$ cat src/rtl/bm_dma_regs.sv
module bm_dma_regs #(
  parameter int NCH = 2,
  localparam int AW = $clog2(NCH * 8)
) (
  input  logic              clk,
  input  logic              rst_n,
  input  logic              bus_master_en,
  input  logic              reg_wr,
  input  logic [AW-1:0]     reg_addr,
  input  logic [1:0]        reg_size,
  input  logic [31:0]       reg_wdata,
  output logic [31:0]       reg_rdata,
  output logic              size_err,
  input  logic [NCH-1:0]    drive_sel,
  output logic [2*NCH-1:0]  dma_start,
  output logic [2*NCH-1:0]  dma_abort,
  output logic [32*NCH-1:0] dma_ptr,
  input  logic [NCH-1:0]    dma_done,
  input  logic [NCH-1:0]    dma_err,
  output logic [NCH-1:0]    irq
);
  localparam int WB = NCH * 8;

  wire wr_ok = reg_wr && bus_master_en;
  wire sz_b  = reg_size == 2'd0;
  wire sz_w  = reg_size == 2'd2;
  wire plain_wr = wr_ok && !(reg_addr[2:0] inside {3'd0, 3'd2, 3'd4});
  logic [2:0] nbytes;
  assign nbytes = sz_b ? 3'd1 : (reg_size == 2'd1 ? 3'd2 : 3'd4);

  logic [WB*8-1:0] win;
  logic [NCH-1:0]  err_c, ss_v, dir_v, act_v;
  logic            err_q;

  for (genvar c = 0; c < NCH; c++) begin : g_ch
    localparam logic [AW-1:0] BASE = AW'(c * 8);
    logic [7:0]  cmd_q, sts_q, cmd_n, sts_n;
    logic [31:0] ptr_q;
    logic [7:0]  pad_q [2];
    logic [7:0]  pad_d [2];
    logic [1:0]  st_q, ab_q;

    wire hit_cmd = wr_ok && reg_addr == BASE;
    wire hit_sts = wr_ok && reg_addr == BASE + AW'(2);
    wire hit_ptr = wr_ok && reg_addr == BASE + AW'(4);
    wire cmd_go  = hit_cmd && sz_b;

    always_comb begin
      cmd_n = reg_wdata[7:0];
      if (cmd_q[0]) cmd_n[3] = cmd_q[3];
    end

    wire rise = cmd_go && !cmd_q[0] && cmd_n[0] && !dma_done[c];
    wire fall = cmd_go && cmd_q[0] && !cmd_n[0] && !dma_done[c];
    assign err_c[c] = ((hit_cmd || hit_sts) && !sz_b) || (hit_ptr && !sz_w);

    always_comb begin
      sts_n = sts_q;
      if (hit_sts && sz_b)
        sts_n = {reg_wdata[7:3], sts_q[2] & ~reg_wdata[2], sts_q[1] & ~reg_wdata[1], sts_q[0]};
      if (rise) sts_n[0] = 1'b1;
      if (fall) sts_n[0] = 1'b0;
      if (dma_err[c]) sts_n[1] = 1'b1;
      if (dma_done[c]) begin
        sts_n[0] = 1'b0;
        sts_n[2] = 1'b1;
      end
    end

    always_comb begin
      pad_d[0] = pad_q[0];
      pad_d[1] = pad_q[1];
      for (int j = 0; j < 4; j++)
        for (int k = 0; k < 2; k++)
          if (plain_wr && j < int'(nbytes) &&
              ({1'b0, reg_addr} + (AW+1)'(j)) == (AW+1)'(c * 8 + 2 * k + 1))
            pad_d[k] = reg_wdata[8*j +: 8];
    end

    always_ff @(posedge clk or negedge rst_n) begin
      if (!rst_n) begin
        cmd_q <= '0;
        sts_q <= 8'h60;
        ptr_q <= '0;
        pad_q[0] <= '0;
        pad_q[1] <= '0;
        st_q <= '0;
        ab_q <= '0;
      end else begin
        if (cmd_go) cmd_q <= cmd_n;
        if (dma_done[c]) cmd_q[0] <= 1'b0;
        sts_q <= sts_n;
        if (hit_ptr && sz_w) ptr_q <= {reg_wdata[31:2], 2'b00};
        pad_q[0] <= pad_d[0];
        pad_q[1] <= pad_d[1];
        st_q <= rise ? (drive_sel[c] ? 2'b10 : 2'b01) : 2'b00;
        ab_q <= fall ? (drive_sel[c] ? 2'b10 : 2'b01) : 2'b00;
      end
    end

    assign win[c*64 +: 64]   = {ptr_q, pad_q[1], sts_q, pad_q[0], cmd_q};
    assign dma_start[2*c +: 2] = st_q;
    assign dma_abort[2*c +: 2] = ab_q;
    assign dma_ptr[32*c +: 32] = ptr_q;
    assign irq[c]   = sts_q[2];
    assign ss_v[c]  = cmd_q[0];
    assign dir_v[c] = cmd_q[3];
    assign act_v[c] = sts_q[0];
  end

  always_ff @(posedge clk or negedge rst_n) begin
    if (!rst_n) err_q <= 1'b0;
    else        err_q <= |err_c;
  end
  assign size_err = err_q;

  logic [WB*8+31:0] wext;
  assign wext = {32'b0, win} >> {reg_addr, 3'b000};
  assign reg_rdata = sz_b ? {24'b0, wext[7:0]} :
                     (reg_size == 2'd1) ? {16'b0, wext[15:0]} : wext[31:0];
endmodule

$ cat config.mk
export PLATFORM = sky130hd
export DESIGN_NAME = bm_dma_regs
export DESIGN_NICKNAME = d
export VERILOG_FILES = /design/src/rtl/bm_dma_regs.sv
export SDC_FILE = /design/constraint.sdc
export NUM_CORES = 1
export LEC_CHECK = 0
export BUFFER_PORTS_ARGS = -buffer_cell sky130_fd_sc_hd__buf_2
export CAP_MARGIN = 30
export CORE_MARGIN = 4
export CORE_UTILIZATION = 53
export CTS_BUF_LIST = sky130_fd_sc_hd__clkbuf_2 sky130_fd_sc_hd__clkbuf_4 sky130_fd_sc_hd__clkbuf_8
export DETAILED_ROUTE_END_ITERATION = 8
export PLACE_DENSITY = 0.79
export SLEW_MARGIN = 10
export SYNTH_ARGS = -nofsm -noshare
export SYNTH_HDL_FRONTEND = slang
export SYNTH_SLANG_ARGS = --single-unit
$ cat constraint.sdc
create_clock -name clk -period 1.8 [get_ports clk]
set_input_delay 0.27 -clock clk [delete_from_list [all_inputs] [get_ports clk]]
set_output_delay 0.27 -clock clk [all_outputs]
set_load 0.01 [all_outputs]
==> flow_summary.toml, run 1 <==
[floorplanning]
core-area_um2 = 16600
num_rows = 47
die_w_um = 139
start_util_pct = 54.3
die_h_um = 139
die-area_um2 = 19200
ios = 155

[layout]
fin_area_um2 = 12600
nets = 1232
fin_util_pct = 75.6
layout-drive-gt1-share_pct = 56.1
synthToLayoutAreaGrowth_pct = 39.1
n_antenna_cell = 0

[drt]
drtPass1Iterations = 6
route.vias.total = 9192
viasPerCell = 6.51
ant_nets = 0
drc = 0
routed_wl_mm = 33.5
first_iter_violations = 1123
routedWlPerCell_um = 23.7

[place]
pre_cts_ws_ns = -0.402
dpl_cell_area_um2 = 11400
hpwlAfterDp_mm = 23.6
gp_congestion = 0.962
port_buffers = 150

[critical_path]
slowest_delay_ns = 0.51
crit_fanout = 3
cp_cell_sequence = "mux4_2 -> a22oi_2 -> a21oi_1 -> o31a_1 -> buf_2"
crit_type = "flip-flop to output pin"
crit_start = "g_ch[1].sts_q[4]$_DFFE_PN0P_"
startpoint_type = "flip-flop"
slowest_stage = "mux4_2"
cp_data_arrival_time_ns = 2.04
crit_family = "compound AO/OA/AOI/OAI gates"
rr_startpoint = "g_ch[1].cmd_q[0]$_DFFE_PN0P_"
critPathBufInv = 1
cp-end-kind = "output pin"
required_ns = 1.53

[logic_synthesis]
synthAdderAreaFrac_pct = 0.277
synth_top_cells_by_area = "dfrtp_1, mux2_2, mux2i_1, mux4_2, nand2_1"
post_synth_and_or_nand_nor_area_fraction_pct = 11.1
synth_top_area_share_pct = 35.7
ys_seq_area_share_pct = 36.9
yosys_register_bits = 133
synthMuxAreaShare_pct = 32.8
ys_types = 69
yosys_warnings = 0
synth_ff_type = "dfrtp_1"
synth.cell_area_um2 = 9040
yosysTopAreaCell = "dfrtp_1"
synth_cells = 842
synthArstFlopShare_pct = 100
synth_compound_area_share_pct = 13.7
synth-edff-count = 0
avgSynthCellArea_um2 = 10.7
synth_top_family_by_area = "multiplexers"
synth_xor_area_share_pct = 0.194

[clock_tree]
numCtsBuffers = 17
cts_sinks = 133
ctsRootBufferMaster = "clkbuf_8"
max-clock-path-buffers = 2
cts_tree = "yes"
clk_latency_ns = 0.46
clk_pin_slew_worst_paths_ns = 0.08
htreeDepth = 4

[worst_hold_path]
hp-class = "input port to flip-flop"
worstHoldStart = "dma_done[0]"

[global_routing]
grt_pass1_wl_mm = 50.7
grt_max_degree = 57
antenna_found_initial = 0
grt.overflow.total = 0
grt_pass1_vias = 8997
track_usage_pct = 33.4

[outcome]
status = "complete, but fails checks"
violations = "setup timing"

[timing]
final.setup.tns_ns = -10.27
hold_violations = 0
slew_viol_final = 0
finalCritPeriodShare_pct = 128
max_freq_ghz = 0.432
setup_viol_count_final = 32
worst_slew_pin_slew_ns = 0.732
setup_slack_ns = -0.513
layout_min_cycle_time_ns = 2.31
rsz0062_at_grt = "yes"
clock_skew_ns = 0.00708
slew_headroom_pct = 51.2

[power]
power_density_nw_per_um2 = 727
ir_worst_vdd_uv = 459
p_leak_nw = 6.02

[flow_run]
maxCapViolations = 0
==> per-layer routing <==
layer | track usage [%] | vias to the layer above | routed length, um
met5 | 0 | - | 0
met4 | 13.0 | 0 | 1430
met3 | 12.2 | 137 | 4190
met2 | 52.6 | 658 | 15300
met1 | 42.3 | 4535 | 12600
li1 | - | 3862 | -
==> synthesized netlist by cell type (5+ instances only) <==
cell	number
a211oi_1	16
a21oi_1	27
a221oi_1	5
a22oi_1	13
a31oi_1	9
buf_1	9
buf_2	26
buf_4	19
buf_6	5
clkbuf_1	20
dfrtp_1	129
mux2_2	102
mux2i_1	98
mux4_2	37
nand2_1	84
nand2b_1	5
nand3_1	22
nor2_1	34
nor2b_1	14
nor3_1	6
nor4_1	5
o211ai_1	13
o211ai_2	7
o21ai_0	49
o22ai_1	14
==> area by class of cell <==
| cell class | count | area (um2) |
|---|---|---|
| clock inverters | 5 | 77.6 |
| inverters | 6 | 48.8 |
| multi-input cells | 627 | 5660 |
| repair buffers | 397 | 2880 |
| fillers | 1045 | 4070 |
| clock buffers | 24 | 293 |
| flip-flops and latches | 133 | 3340 |
| well taps | 220 | 275 |
==> logic make-up (layout without fill, tap and decap cells) <==
logic type	after synthesis	after routing
other cells	1	4
flops	133	133
buf+inv	85	432
mux	237	237
compound gates	184	184
xor+xnor	2	2
fa+ha+maj	2	2
simple gates	198	198
==> cell usage in the layout (no fill, tap or decap), types with 17 or more instances in the layout <==
master and instances:
buf_2 144, buf_4 216, buf_6 18, clkbuf_8 18, dfrtp_1 120, mux2_2 95, mux2i_1 90, mux4_2 37
nand2_1 83, nand3_1 17, nor2_1 29, o21ai_0 32
==> state kept, by name, summed over array words and instances, names as in the netlist <==
name and count:
g_ch.ptr_q 60, size_err 1, g_ch.ab_q 4, g_ch.pad_q 32, g_ch.sts_q 16, g_ch.cmd_q 16
g_ch.st_q 4
==> report_power, final <==
part           switching [mW]  total, mW  leakage (nW)  internal [mW]
logic                    1.38       2.90          4.09           1.52
registers               0.398       3.75          1.74           3.35
clock network            1.16       2.50         0.193           1.33
==> worst paths after layout <==
path / to / slack (ns) / cells after the start
setup / recovery: reg_rdata[28] / -0.51 / 5
hold / removal: g_ch[0].cmd_q[0]$_DFFE_PN0P_ / 0.04 / 2
setup reg to reg: g_ch[1].cmd_q[3]$_DFFE_PN0N_ / 0.49 / 4
hold reg to reg: g_ch[0].cmd_q[3]$_DFFE_PN0N_ / 0.50 / 1
max in group asynchronous: g_ch[1].sts_q[5]$_DFFE_PN1P_ / 0.90 / 3
min in group asynchronous: g_ch[1].cmd_q[7]$_DFFE_PN0N_ / 0.27 / 2
==> repair_timing <==
item,in CTS,in global routing
endpoints found under the hold margin,36,0
resized for setup,73,45
setup buffers,27,15
hold buffers,5,0
endpoints found under the setup margin,32,33
pin swaps,39,25
==> worst register-to-register path, stage by stage, from the launching register on <==
cell     delay, ns
dfrtp_1       0.39
buf_4         0.16
buf_4         0.13
nor2_1        0.16
mux2_2        0.36
==> metrics by stage <==
step                      hold slack, ns  total power [mW]  cells
after global routing              0.0362              9.50   1412
after global placement             0.179              6.13   1336
final                             0.0421              9.14   1412
after detailed placement           0.180              6.20   1336
after floorplan                  -0.0256              5.09    845
after CTS                         0.0260              8.90   1397
Note: power is estimated with default switching activity, not from simulation.
==> inputs of run 2 (changes only) <==
Settings changed: SETUP_SLACK_MARGIN set to 0.2, SKIP_CTS_REPAIR_TIMING set to 1.
==> run 2 against run 1 <==
Against the previous run:
- the flow still finishes with violations (setup timing)
- via count is 1.2% lower
- clock power decreased by 8%
- first-iteration DRC count up 8.2%
- non-clock buffer count shrank 30
- largest power group unchanged
==> flow_summary.toml, run 2 (synthesized netlist as in run 1, its figures left out) <==
[floorplanning]
die-area_um2 = 19200
num_rows = 47
core-area_um2 = 16600
die_w_um = 139
start_util_pct = 54.3
ios = 155
die_h_um = 139

[drt]
drc = 0
routedWlPerCell_um = 24.2
routed_wl_mm = 33.5
ant_nets = 0
route.vias.total = 9082
viasPerCell = 6.56
first_iter_violations = 1215
drtPass1Iterations = 6

[layout]
largest_register_ffs = 60
nets = 1202
final_common_cell = "buf_4"
n_antenna_cell = 0
synthToLayoutAreaGrowth_pct = 38.2
layout-drive-gt1-share_pct = 56.3
top_regs = "g_ch.ptr_q (60), g_ch.pad_q (32)"
layout_common_cells = "buf_4, buf_2, dfrtp_1"
regMostFlops = "g_ch.ptr_q"

[global_routing]
grt_pass1_wl_mm = 50.2
grt_max_degree = 44
grt_pass1_vias = 8742
grt.overflow.total = 0
antenna_found_initial = 0
track_usage_pct = 33.1

[critical_path]
reg2regPathDepth = 4
startpoint_type = "flip-flop"
cp-end-kind = "output pin"
rr_startpoint = "g_ch[0].cmd_q[0]$_DFFE_PN0P_"
cp_data_arrival_time_ns = 2.06
regToRegSetupSlack_ns = 0.58
required_ns = 1.53
crit_fanout = 4
regToRegEndpoint = "g_ch[0].cmd_q[3]$_DFFE_PN0N_"
crit_type = "flip-flop to output pin"

[clock_tree]
cts_tree = "yes"
ctsRootBufferMaster = "clkbuf_8"
clk_pin_slew_worst_paths_ns = 0.09
numCtsBuffers = 17
cts_sinks = 133
clk_latency_ns = 0.47
htreeDepth = 4
max-clock-path-buffers = 2

[flow_run]
maxCapViolations = 0

[outcome]
status = "complete, but fails checks"
violations = "setup timing"

[timing]
rsz0062_at_grt = "yes"
setup_viol_count_final = 32
max_freq_ghz = 0.429
hold_violations = 0
whs_ns = 0.0378
slew_viol_final = 0
clock_skew_ns = 0.00589
final.setup.tns_ns = -11.63
layout_min_cycle_time_ns = 2.33
setup_slack_ns = -0.530
finalCritPeriodShare_pct = 129

[power]
finalPower_mw = 8.90
p_leak_nw = 5.87
power_density_nw_per_um2 = 713
ir_worst_vdd_uv = 577

[worst_hold_path]
worstHoldStart = "reg_wdata[12]"
whs_path_depth = 2
hp-class = "input port to flip-flop"
hold_path_end = "g_ch[0].ptr_q[12]$_DFFE_PN0P_"

[place]
port_buffers = 150
gp_congestion = 0.989
pre_cts_ws_ns = -0.346
hpwlAfterDp_mm = 23.7
-- run 2: final cells by class --
| class | count | area, um2 |
|---|---|---|
| multi-input combinational | 627 | 5760 |
| fill | 1065 | 4150 |
| sequential | 133 | 3350 |
| timing repair buffer | 367 | 2720 |
| tap | 220 | 275 |
| clock buffer | 19 | 262 |
| clock inverter | 13 | 83.8 |
| inverter | 6 | 48.8 |
-- run 2: worst max-delay path by stage --
stage / start / slack (ns) / cells after the start / end
4_1_cts: g_ch[1].pad_q[7]$_DFFE_PN0P_ / -0.52 / 4 / reg_rdata[23]
5_1_grt: g_ch[1].pad_q[7]$_DFFE_PN0P_ / -0.60 / 6 / reg_rdata[15]
3_5_place_dp: reg_addr[0] / -0.35 / 6 / reg_rdata[18]
6_report: g_ch[1].pad_q[7]$_DFFE_PN0P_ / -0.53 / 4 / reg_rdata[23]
3_3_place_gp: reg_addr[0] / -0.32 / 6 / reg_rdata[18]
2_1_floorplan: reg_addr[1] / -0.16 / 11 / g_ch[1].pad_q[13]$_DFFE_PN0P_
-- run 2: routing by layer --
layer | routed length (um) | track usage [%] | vias up
li1 | - | - | 3809
met4 | 1760 | 15.7 | 0
met5 | 0 | 0 | -
met1 | 12800 | 44.8 | 4397
met3 | 4060 | 9.90 | 173
met2 | 14900 | 49.2 | 703
-- run 2: power by group --
group / switching (mW) / internal, mW / leakage [nW]
sequential: 0.398 / 3.35 / 1.74
combinational: 1.39 / 1.46 / 3.97
clock: 1.30 / 1.01 / 0.165
-- run 2: worst max-delay path: stages, from the launching register on --
cell,delay [ns]
dfrtp_1,0.43
mux4_2,0.52
mux2_4,0.29
o211a_1,0.21
buf_2,0.15
-- run 2: per-stage QoR --
| step | utilization [%] | area, um2 | cells |
|---|---|---|---|
| detailed placement | 69.0 | 11500 | 1316 |
| finish | 75.1 | 12500 | 1385 |
| global route | 75.1 | 12500 | 1385 |
| floorplan | - | 9460 | 845 |
| CTS | 71.1 | 11800 | 1348 |
| global placement | 69.0 | 11500 | 1316 |
